$ cat src/rtl/pcm_rx_pkg.sv
package pcm_rx_pkg;

    typedef enum logic [1:0] {
        FMT_LEFT  = 2'b00,
        FMT_RIGHT = 2'b01,
        FMT_I2S   = 2'b10
    } fmt_e;

    typedef enum logic [1:0] {
        ST_WAIT,
        ST_SKIP,
        ST_LEFT,
        ST_RIGHT
    } rx_state_e;

    // framing code; reserved 11 behaves as left-justified
    function automatic fmt_e fmt_decode(input logic [1:0] code);
        unique case (code)
            2'b01:   return FMT_RIGHT;
            2'b10:   return FMT_I2S;
            default: return FMT_LEFT;
        endcase
    endfunction

    // length code; reserved 11 behaves as 16 bits
    function automatic logic [4:0] len_decode(input logic [1:0] code);
        unique case (code)
            2'b01:   return 5'd18;
            2'b10:   return 5'd20;
            default: return 5'd16;
        endcase
    endfunction

endpackage

$ cat src/rtl/pcm_rx_sync.sv
module pcm_rx_sync #(
    parameter int WIDTH  = 3,
    parameter int STAGES = 2
) (
    input  logic             clk,
    input  logic             rst_n,
    input  logic [WIDTH-1:0] async_in,
    output logic [WIDTH-1:0] sync_out
);

    logic [WIDTH-1:0] stage_q [STAGES];

    always_ff @(posedge clk or negedge rst_n) begin
        if (!rst_n) begin
            for (int s = 0; s < STAGES; s++) stage_q[s] <= '0;
        end else begin
            stage_q[0] <= async_in;
            for (int s = 1; s < STAGES; s++) stage_q[s] <= stage_q[s-1];
        end
    end

    assign sync_out = stage_q[STAGES-1];

endmodule

$ cat src/rtl/pcm_rx_deser.sv
module pcm_rx_deser import pcm_rx_pkg::*; #(
    parameter int OUT_W   = 32,
    parameter int MAX_LEN = 20,
    parameter int CNT_W   = 6,
    parameter int LEN_W   = 5
) (
    input  logic             clk,
    input  logic             rst_n,
    input  logic             bclk_s,
    input  logic             wclk_s,
    input  logic             sdat_s,
    input  fmt_e             fmt,
    input  logic [LEN_W-1:0] len,
    output logic             half_done,
    output logic             half_ws,
    output logic [OUT_W-1:0] half_word
);

    logic               bclk_q;
    logic               primed_q;
    logic               ws_q;
    logic [CNT_W-1:0]   cnt_q;
    logic [MAX_LEN-1:0] sh_q;

    logic               rise;
    logic               boundary;
    logic [CNT_W-1:0]   pos;
    logic [CNT_W-1:0]   first_idx;
    logic               take;
    logic [MAX_LEN-1:0] sh_base;
    logic [MAX_LEN-1:0] sh_next;

    assign rise      = bclk_s & ~bclk_q;
    assign boundary  = rise & primed_q & (wclk_s != ws_q);
    // position of the arriving bit inside its half frame
    assign pos       = boundary ? '0 : cnt_q;
    assign first_idx = (fmt == FMT_I2S) ? CNT_W'(1) : '0;
    assign take      = (fmt == FMT_RIGHT) ||
                       ((pos >= first_idx) && (pos < first_idx + CNT_W'(len)));
    assign sh_base   = boundary ? '0 : sh_q;
    assign sh_next   = take ? {sh_base[MAX_LEN-2:0], sdat_s} : sh_base;

    function automatic logic [OUT_W-1:0] align_word(
        input logic [MAX_LEN-1:0] raw,
        input logic [LEN_W-1:0]   n
    );
        logic [OUT_W-1:0] ext;
        logic [OUT_W-1:0] mask;
        ext  = OUT_W'(raw);
        mask = (OUT_W'(1) << n) - OUT_W'(1);
        return (ext & mask) << (OUT_W - int'(n));
    endfunction

    always_ff @(posedge clk or negedge rst_n) begin
        if (!rst_n) begin
            bclk_q    <= 1'b0;
            primed_q  <= 1'b0;
            ws_q      <= 1'b0;
            cnt_q     <= '0;
            sh_q      <= '0;
            half_done <= 1'b0;
            half_ws   <= 1'b0;
            half_word <= '0;
        end else begin
            bclk_q    <= bclk_s;
            half_done <= boundary;
            if (boundary) begin
                half_word <= align_word(sh_q, len);
                half_ws   <= ws_q;
            end
            if (rise) begin
                primed_q <= 1'b1;
                ws_q     <= wclk_s;
                sh_q     <= sh_next;
                if (boundary)
                    cnt_q <= CNT_W'(1);
                else if (cnt_q != '1)
                    cnt_q <= cnt_q + CNT_W'(1);
            end
        end
    end

endmodule

$ cat src/rtl/pcm_rx_fsm.sv
module pcm_rx_fsm import pcm_rx_pkg::*; #(
    parameter int OUT_W = 32
) (
    input  logic             clk,
    input  logic             rst_n,
    input  fmt_e             fmt,
    input  logic             half_done,
    input  logic             half_ws,
    input  logic [OUT_W-1:0] half_word,
    output logic [OUT_W-1:0] left_out,
    output logic [OUT_W-1:0] right_out,
    output logic             pair_valid
);

    rx_state_e        st_q;
    rx_state_e        st_d;
    logic             done_left;
    logic [OUT_W-1:0] hold_q;

    // left level of the word clock depends on framing
    assign done_left = (fmt == FMT_I2S) ? ~half_ws : half_ws;

    always_comb begin
        st_d = st_q;
        if (half_done) begin
            unique case (st_q)
                ST_LEFT:  st_d = done_left ? ST_RIGHT : ST_LEFT;
                ST_RIGHT: st_d = done_left ? ST_SKIP  : ST_LEFT;
                ST_WAIT,
                ST_SKIP:  st_d = done_left ? ST_SKIP  : ST_LEFT;
                default:  st_d = ST_WAIT;
            endcase
        end
    end

    always_ff @(posedge clk or negedge rst_n) begin
        if (!rst_n) st_q <= ST_WAIT;
        else        st_q <= st_d;
    end

    always_ff @(posedge clk or negedge rst_n) begin
        if (!rst_n) begin
            hold_q     <= '0;
            left_out   <= '0;
            right_out  <= '0;
            pair_valid <= 1'b0;
        end else begin
            pair_valid <= 1'b0;
            if (half_done) begin
                unique case (st_q)
                    ST_LEFT: begin
                        if (done_left) hold_q <= half_word;
                    end
                    ST_RIGHT: begin
                        if (!done_left) begin
                            left_out   <= hold_q;
                            right_out  <= half_word;
                            pair_valid <= 1'b1;
                        end
                    end
                    default: ;
                endcase
            end
        end
    end

endmodule

$ cat src/rtl/pcm_rx_top.sv
module pcm_rx_top import pcm_rx_pkg::*; #(
    parameter int OUT_W       = 32,
    parameter int MAX_LEN     = 20,
    parameter int SYNC_STAGES = 2,
    parameter int CFG_W       = 7
) (
    input  logic             clk,
    input  logic             rst_n,
    input  logic [CFG_W-1:0] mode_reg,
    input  logic             bclk_in,
    input  logic             wclk_in,
    input  logic             sdata_in,
    output logic [OUT_W-1:0] left_out,
    output logic [OUT_W-1:0] right_out,
    output logic             pair_valid
);

    localparam int CNT_W = $clog2(OUT_W) + 1;
    localparam int LEN_W = $clog2(MAX_LEN + 1);

    logic [2:0]       pins_s;
    fmt_e             fmt;
    logic [LEN_W-1:0] len;
    logic             half_done;
    logic             half_ws;
    logic [OUT_W-1:0] half_word;
    logic             cfg_unused;

    // framing follows word-clock edges, so the ratio and output bits need no logic
    assign cfg_unused = ^mode_reg[CFG_W-1:4];
    assign fmt        = fmt_decode(mode_reg[3:2]);
    assign len        = LEN_W'(len_decode(mode_reg[1:0]));

    pcm_rx_sync #(
        .WIDTH  (3),
        .STAGES (SYNC_STAGES)
    ) u_sync (
        .clk      (clk),
        .rst_n    (rst_n),
        .async_in ({bclk_in, wclk_in, sdata_in}),
        .sync_out (pins_s)
    );

    pcm_rx_deser #(
        .OUT_W   (OUT_W),
        .MAX_LEN (MAX_LEN),
        .CNT_W   (CNT_W),
        .LEN_W   (LEN_W)
    ) u_deser (
        .clk       (clk),
        .rst_n     (rst_n),
        .bclk_s    (pins_s[2]),
        .wclk_s    (pins_s[1]),
        .sdat_s    (pins_s[0]),
        .fmt       (fmt),
        .len       (len),
        .half_done (half_done),
        .half_ws   (half_ws),
        .half_word (half_word)
    );

    pcm_rx_fsm #(
        .OUT_W (OUT_W)
    ) u_fsm (
        .clk        (clk),
        .rst_n      (rst_n),
        .fmt        (fmt),
        .half_done  (half_done),
        .half_ws    (half_ws),
        .half_word  (half_word),
        .left_out   (left_out),
        .right_out  (right_out),
        .pair_valid (pair_valid)
    );

endmodule

$ cat config.mk
export PLATFORM = sky130hd
export DESIGN_NAME = pcm_rx_top
export DESIGN_NICKNAME = d
export VERILOG_FILES = /design/src/rtl/pcm_rx_pkg.sv /design/src/rtl/pcm_rx_sync.sv /design/src/rtl/pcm_rx_deser.sv /design/src/rtl/pcm_rx_fsm.sv /design/src/rtl/pcm_rx_top.sv
export SDC_FILE = /design/constraint.sdc
export NUM_CORES = 1
export LEC_CHECK = 0
export BUFFER_PORTS_ARGS = -buffer_cell sky130_fd_sc_hd__buf_4
export CAP_MARGIN = 20
export CORE_ASPECT_RATIO = 1.4
export CORE_MARGIN = 5
export CORE_UTILIZATION = 45
export DETAILED_ROUTE_END_ITERATION = 10
export PLACE_DENSITY = 0.73
export REMOVE_ABC_BUFFERS = 1
export SLEW_MARGIN = 10
export SYNTH_ARGS = -nofsm -noshare
export SYNTH_HDL_FRONTEND = slang
export SYNTH_HIERARCHICAL = 1
export SYNTH_SLANG_ARGS = --single-unit
$ cat constraint.sdc
create_clock -name clk -period 3.1 [get_ports clk]
set_input_delay 0.465 -clock clk [delete_from_list [all_inputs] [get_ports clk]]
set_output_delay 0.465 -clock clk [all_outputs]
set_load 0.02 [all_outputs]
# Word-level counts from Yosys, hierarchy flattened
# Index checks and enable logic that the tools add are counted.
totals:
  ff_bits: 168
  input_bits: 12
  output_inout_bits: 65
  wordCells: 67
op_classes:
  add_sub_neg: 4
  magnitude_cmp: 2
  eq_ne: 11
  shift: 2
  mux: 15
  n_bitwise: 7
  n_reduce_logical: 10
ops:
  columns: ["cell", "count"]
  rows:
  - ["2-to-1 mux 20 bit", 2]
  - ["bitwise AND 20 x 32 -> 32 bit", 1]
  - ["left shift 1 x 5 -> 32 bit, first input constant", 1]
  - ["left shift 32 x 32 -> 32 bit", 1]
  - ["subtractor 32 x 2 -> 32 bit, second input constant", 1]
  - ["2-to-1 mux 6 bit", 3]
  - ["equality test 2 bit, second input constant", 5]
  - ["equality test 2 x 1 -> 1 bit, second input constant", 4]
  - ["case mux 2 bit (2 select lines)", 2]
  - ["subtractor 6 x 5 -> 7 bit, first input constant", 1]
  - ["adder 6 x 1 -> 6 bit, second input constant", 1]
  - ["adder 6 x 5 -> 6 bit", 1]
  - [">= comparator 6 bit", 1]
  - ["less-than comparator 6 bit", 1]
  - ["2-to-1 mux 1 bit", 6]
  - ["!= test 6 bit, second input constant", 1]
  - ["case mux 3 bit (2 select lines)", 1]
  - ["AND reduction 3 bit", 2]
  - ["AND reduction 2 bit", 2]
  - ["nonzero test 2 bit", 2]
  - ["bitwise AND 1 bit", 3]
  - ["NOT 1 bit", 3]
  - ["OR reduction 3 bit", 1]
  - ["logical NOT 2 bit", 1]
  - ["4 further kinds", 4]

# Logic depth before layout (Yosys ltp)
logic_depth:
  depth_word: 10
  ltp_mapped: 17

# Cells and area by module
# The synthesis kept the hierarchy.
by_module_without_submodules:
  columns: ["mod", "n_inst", "cells_each", "area_each_um2", "seq_area_each_um2"]
  rows:
  - ["pcm_rx_fsm", 1, 873, 8196.6, 2477.4]
  - ["pcm_rx_deser", 1, 611, 5153.7, 1576.5]
  - ["pcm_rx_sync", 1, 9, 172.7, 150.1]
  - ["pcm_rx_top", 1, 6, 42.5, 0.0]

# Least setup slack after synthesis
# Ideal clock, no wire load.
synth_timing:
  kind: "input-to-reg"
  from: "in mode_reg[0]"
  to: "reg u_deser.half_word[27]"
  setup_time_ns: 0.101
  arrival_ns: 3.356
  required_time_ns: 2.999
  setup_slack_ns: -0.357
  cell_stages: 14
  n_path_buf: 3
  path_cell_list: "and2b_2 -> buf_2 -> buf_2 -> buf_2 -> inv_1 -> ha_1 -> or4_1 -> nor2_1 -> o21ai_0 -> and3_1 -> a21o_1 -> or3_1 -> and3_1 -> o311ai_2"
synth_via:
  elab_chain_len: 6
synth_rtl:
  columns: ["item", "line", "text"]
  rows:
  - ["from (decl)", "pcm_rx_top.sv:9", "input logic [CFG_W-1:0] mode_reg,"]
  - ["equality test 2 bit or equality test 2 x 1 -> 1 bit (tied branches)", "pcm_rx_pkg.sv:27", "unique case (code)"]
  - ["case mux 3 bit (2 select lines) (*)", "pcm_rx_pkg.sv:27", null]
  - ["left shift 1 x 5 -> 32 bit", "pcm_rx_deser.sv:50", "mask = (OUT_W'(1) << n) - OUT_W'(1);"]
  - ["subtractor 32 x 2 -> 32 bit", "pcm_rx_deser.sv:50", null]
  - ["bitwise AND 20 x 32 -> 32 bit", "pcm_rx_deser.sv:51", "return (ext & mask) << (OUT_W - int'(n));"]
  - ["left shift 32 x 32 -> 32 bit (*)", "pcm_rx_deser.sv:51", null]
  - ["to (signal assigned)", "pcm_rx_deser.sv:68", "half_word <= align_word(sh_q, len);"]
  - ["to (decl)", "pcm_rx_deser.sv:16", "output logic [OUT_W-1:0] half_word"]
# Every way passes the cells marked *; elsewhere a longest branch is shown, timed or not.
# A chain may end at the register's enable or synchronous reset.

# Worst setup path after layout
layout_timing:
  from: "in mode_reg[1]"
  to: "reg u_deser.half_word[27]"
layout_via:
  elab_chain_len: 6
layout_rtl:
  columns: ["item", "line", "text"]
  rows:
  - ["equality test 2 bit or equality test 2 x 1 -> 1 bit (tied branches)", "pcm_rx_pkg.sv:27", null]
  - ["case mux 3 bit (2 select lines) (*)", "pcm_rx_pkg.sv:27", null]
  - ["net len[1]", "pcm_rx_top.sv:23", "logic [LEN_W-1:0] len;"]
  - ["left shift 1 x 5 -> 32 bit", "pcm_rx_deser.sv:50", null]
  - ["subtractor 32 x 2 -> 32 bit", "pcm_rx_deser.sv:50", null]
  - ["bitwise AND 20 x 32 -> 32 bit", "pcm_rx_deser.sv:51", null]
  - ["left shift 32 x 32 -> 32 bit (*)", "pcm_rx_deser.sv:51", null]
# Mark *: on every way through the listed nets, which the timed path passes. The rest lies on a longest branch.

==> results.json <==
{
  "grt_usage": 0.227,
  "hpwl_mm": 25.2,
  "hold_ws_ns": 0.118,
  "end_kind": "flip-flop",
  "drt_iter0_drc": 1118,
  "grt_pass1_vias": 11900,
  "p_leak_nw": 6.14,
  "post_cts_buffers": 0,
  "setup_viol": 0,
  "pwr_density_cell_nw_per_um2": 498,
  "ir_drop_mv": 0.373,
  "muxShareOfSynthArea": 0.0109,
  "nNetsFinal": 1551,
  "port_buffers": 73,
  "routed_wl_mm": 38.8,
  "rsz0062_at_grt": "false",
  "place_ws_ns": -0.310,
  "die_h_um": 215,
  "yosysSeqAreaShare": 0.310,
  "crit_path_start": "mode_reg[1]",
  "wl_per_cell_um": 20.2,
  "overflow": 0,
  "synth_seq_cells": 168,
  "num_vias": 12500,
  "min_period_ns": 2.91,
  "max_clock_freq_ghz": 0.344,
  "synth_top_area_cell": "dfrtp_1",
  "worst_slack_ns": 0.192,
  "slew_headroom": 0.295,
  "fin_util": 0.510,
  "synthTopCellsByArea": "dfrtp_1 31%, a221oi_2 8.3%, nor4bb_1 6.9%",
  "via_per_inst": 6.51,
  "worstSetupPathType": "primary input to flip-flop",
  "synth-simple-area-share": 0.354,
  "antenna_left": 0,
  "worstMarginPinSlew_ns": 1.06,
  "timing.rr.start": "u_deser/ws_q",
  "ys_warn_count": 6,
  "gp_congestion": 0.927,
  "cts_buffers": 17,
  "n_antenna_cell": 0,
  "maxCapViolCount": 0,
  "hold_violations": 0,
  "status": "finished clean",
  "fill_cells": 2763,
  "layout-area-overhead-vs-synth_pct": 12.2,
  "fp-row-count": 75,
  "htree_levels": 4,
  "cts_root_buffer": "clkbuf_16",
  "finalCritPeriodShare": 0.938,
  "crit_arrival_ns": 3.26,
  "synthTopCellsByCount": "168 x dfrtp_1, 154 x nand2_1, 146 x nand3_1",
  "post-synth-top-count-cell": "dfrtp_1",
  "cts.sinks": 168,
  "synthCells": 1499,
  "drc": 0,
  "synth_flop_cell": "dfrtp_1",
  "instances_no_fill": 1921,
  "crit_required_ns": 3.45,
  "dp_cells": 1888,
  "maxSlewViolCount": 0,
  "grt_first_pass_wirelength_mm": 63.7,
  "syn-mean-instance-area_um2": 9.05,
  "drive_gt1_frac": 0.197,
  "hold_start": "sdata_in",
  "hold_class": "primary input to flip-flop",
  "cts_buffer_depth": 2,
  "core_area_um2": 29800,
  "die-area_um2": 33800,
  "synth_compound_area_frac": 0.230,
  "ys_async_sr_fraction": 1.00,
  "io_pins": 77,
  "final.setup_skew_ns": 0.0140,
  "drt-pass1-iter-count": 5,
  "grt_start_max_net_pins": 163,
  "path_clk_slew_ns": 0.07,
  "path_max_fanout": 3,
  "synth_area_um2": 13600,
  "tritoncts": "done",
  "synth_edf_count": 0,
  "yosysTopAreaCellShare": 0.310,
  "yosysUniqueCellTypes": 91,
  "antenna_found_initial": 0,
  "synthAdderAreaFrac": 0.0148,
  "clk_latency_ns": 0.45,
  "startpoint_type": "primary input",
  "synth_xor_area_frac": 0.0103,
  "initial_core_util": 0.455,
  "die_width_um": 157,
  "synth_top_family_by_area": "simple AND/OR/NAND/NOR gates"
}
## critical path: stages
cell	delay [ns]
buf_4	0.11
and2b_2	0.21
inv_1	0.05
ha_1	0.21
ha_1	0.21
or4_1	0.59
nor2_1	0.13
o21ai_1	0.13
and3_1	0.19
a21o_1	0.18
or3_1	0.36
and3_1	0.20
o311ai_2	0.24
## routing by layer
metal	up-vias	track usage	wire, µm	part of all wire
met3	51	0.0271	1480	0.038
met2	339	0.387	19700	0.51
met4	0	0.0654	820	0.021
met1	6255	0.301	16800	0.43
met5	-	0	0	0
li1	5856	-	-	-
## cell usage in the layout (no fill, tap or decap), drive strengths merged, types with 7 or more instances in the layout
cell,Yosys,routed
a32o,7,7
buf,89,164
and4b,66,66
a31oi,15,15
a211oi,8,8
nor4bb,94,94
a21o,12,12
mux2i,8,8
and3,8,8
ha,16,16
a22oi,7,7
nand3,146,146
nand2,154,154
o21ai,36,36
nor2b,39,39
nor2,47,47
clkinv,3,10
nor4,7,7
conb,2,14
dfrtp,168,168
a221oi,100,100
nand4,38,38
and2,71,71
o21a,7,7
nor3,12,12
a21oi,31,31
nand4b,33,33
o211ai,9,9
inv,17,19
xnor2,10,10
a22o,28,28
nand2b,11,11
a2bb2oi,7,7
clkbuf,83,19
## sequential cells by signal (all words and copies together), names as in the netlist, 2 cells and up
signal	flops
u_fsm/left_out	32
u_deser/half_word	32
u_fsm/right_out	32
u_sync/stage_q	3
u_fsm/st_q	2
u_fsm/hold_q	32
u_sync/sync_out	3
u_deser/sh_q	20
u_deser/cnt_q	6
## final timing paths
path | endpoint | slack (ns) | depth (start not counted)
min in group asynchronous | u_sync/sync_out[1] | 0.55 | 3
hold / removal | u_sync/stage_q[3] | 0.12 | 1
setup / recovery | u_deser/half_word[27] | 0.19 | 13
hold reg to reg | u_sync/sync_out[2] | 0.35 | 0
max in group asynchronous | u_fsm/left_out[1] | 1.97 | 3
setup reg to reg | u_deser/sh_q[17] | 0.35 | 12
## report_power, final
group	switching, mW	internal (mW)
clock	0.972	1.13
combinational	1.45	1.19
sequential	0.386	2.44
## cell type report
type / instances / area [µm²] / share of cell area
clock buffers: 19 / 443 / 0.0291
well taps: 385 / 482 / 0.0317
repair buffers: 165 / 1410 / 0.0925
inverters: 20 / 75.1 / 0.00493
clock inverters: 13 / 124 / 0.00814
multi-input cells: 1151 / 8480 / 0.557
flip-flops and latches: 168 / 4210 / 0.276
## cell families after synthesis
group	after synthesis
other	2
flip-flops	168
adder cells (fa/ha/maj)	16
buffers and inverters	192
AO/OA/AOI/OAI	336
multiplexers	13
AND/OR/NAND/NOR	756
XOR/XNOR	16
## stage by stage
stage	total power, mW	TNS, ns	cell area (µm²)
floorplan	4.62	-218.76	12700
global placement	5.35	-0.514	14600
detailed placement	5.44	-0.807	14600
CTS	7.57	0	15200
global route	8.00	0	15200
finish	7.57	0	15200
## what timing repair did
action,in CTS,in global routing
setup endpoints to repair,0,7
hold endpoints to repair,7,0
resized for setup,0,2
hold buffers,1,0
Power figures use the tool's default switching activity.
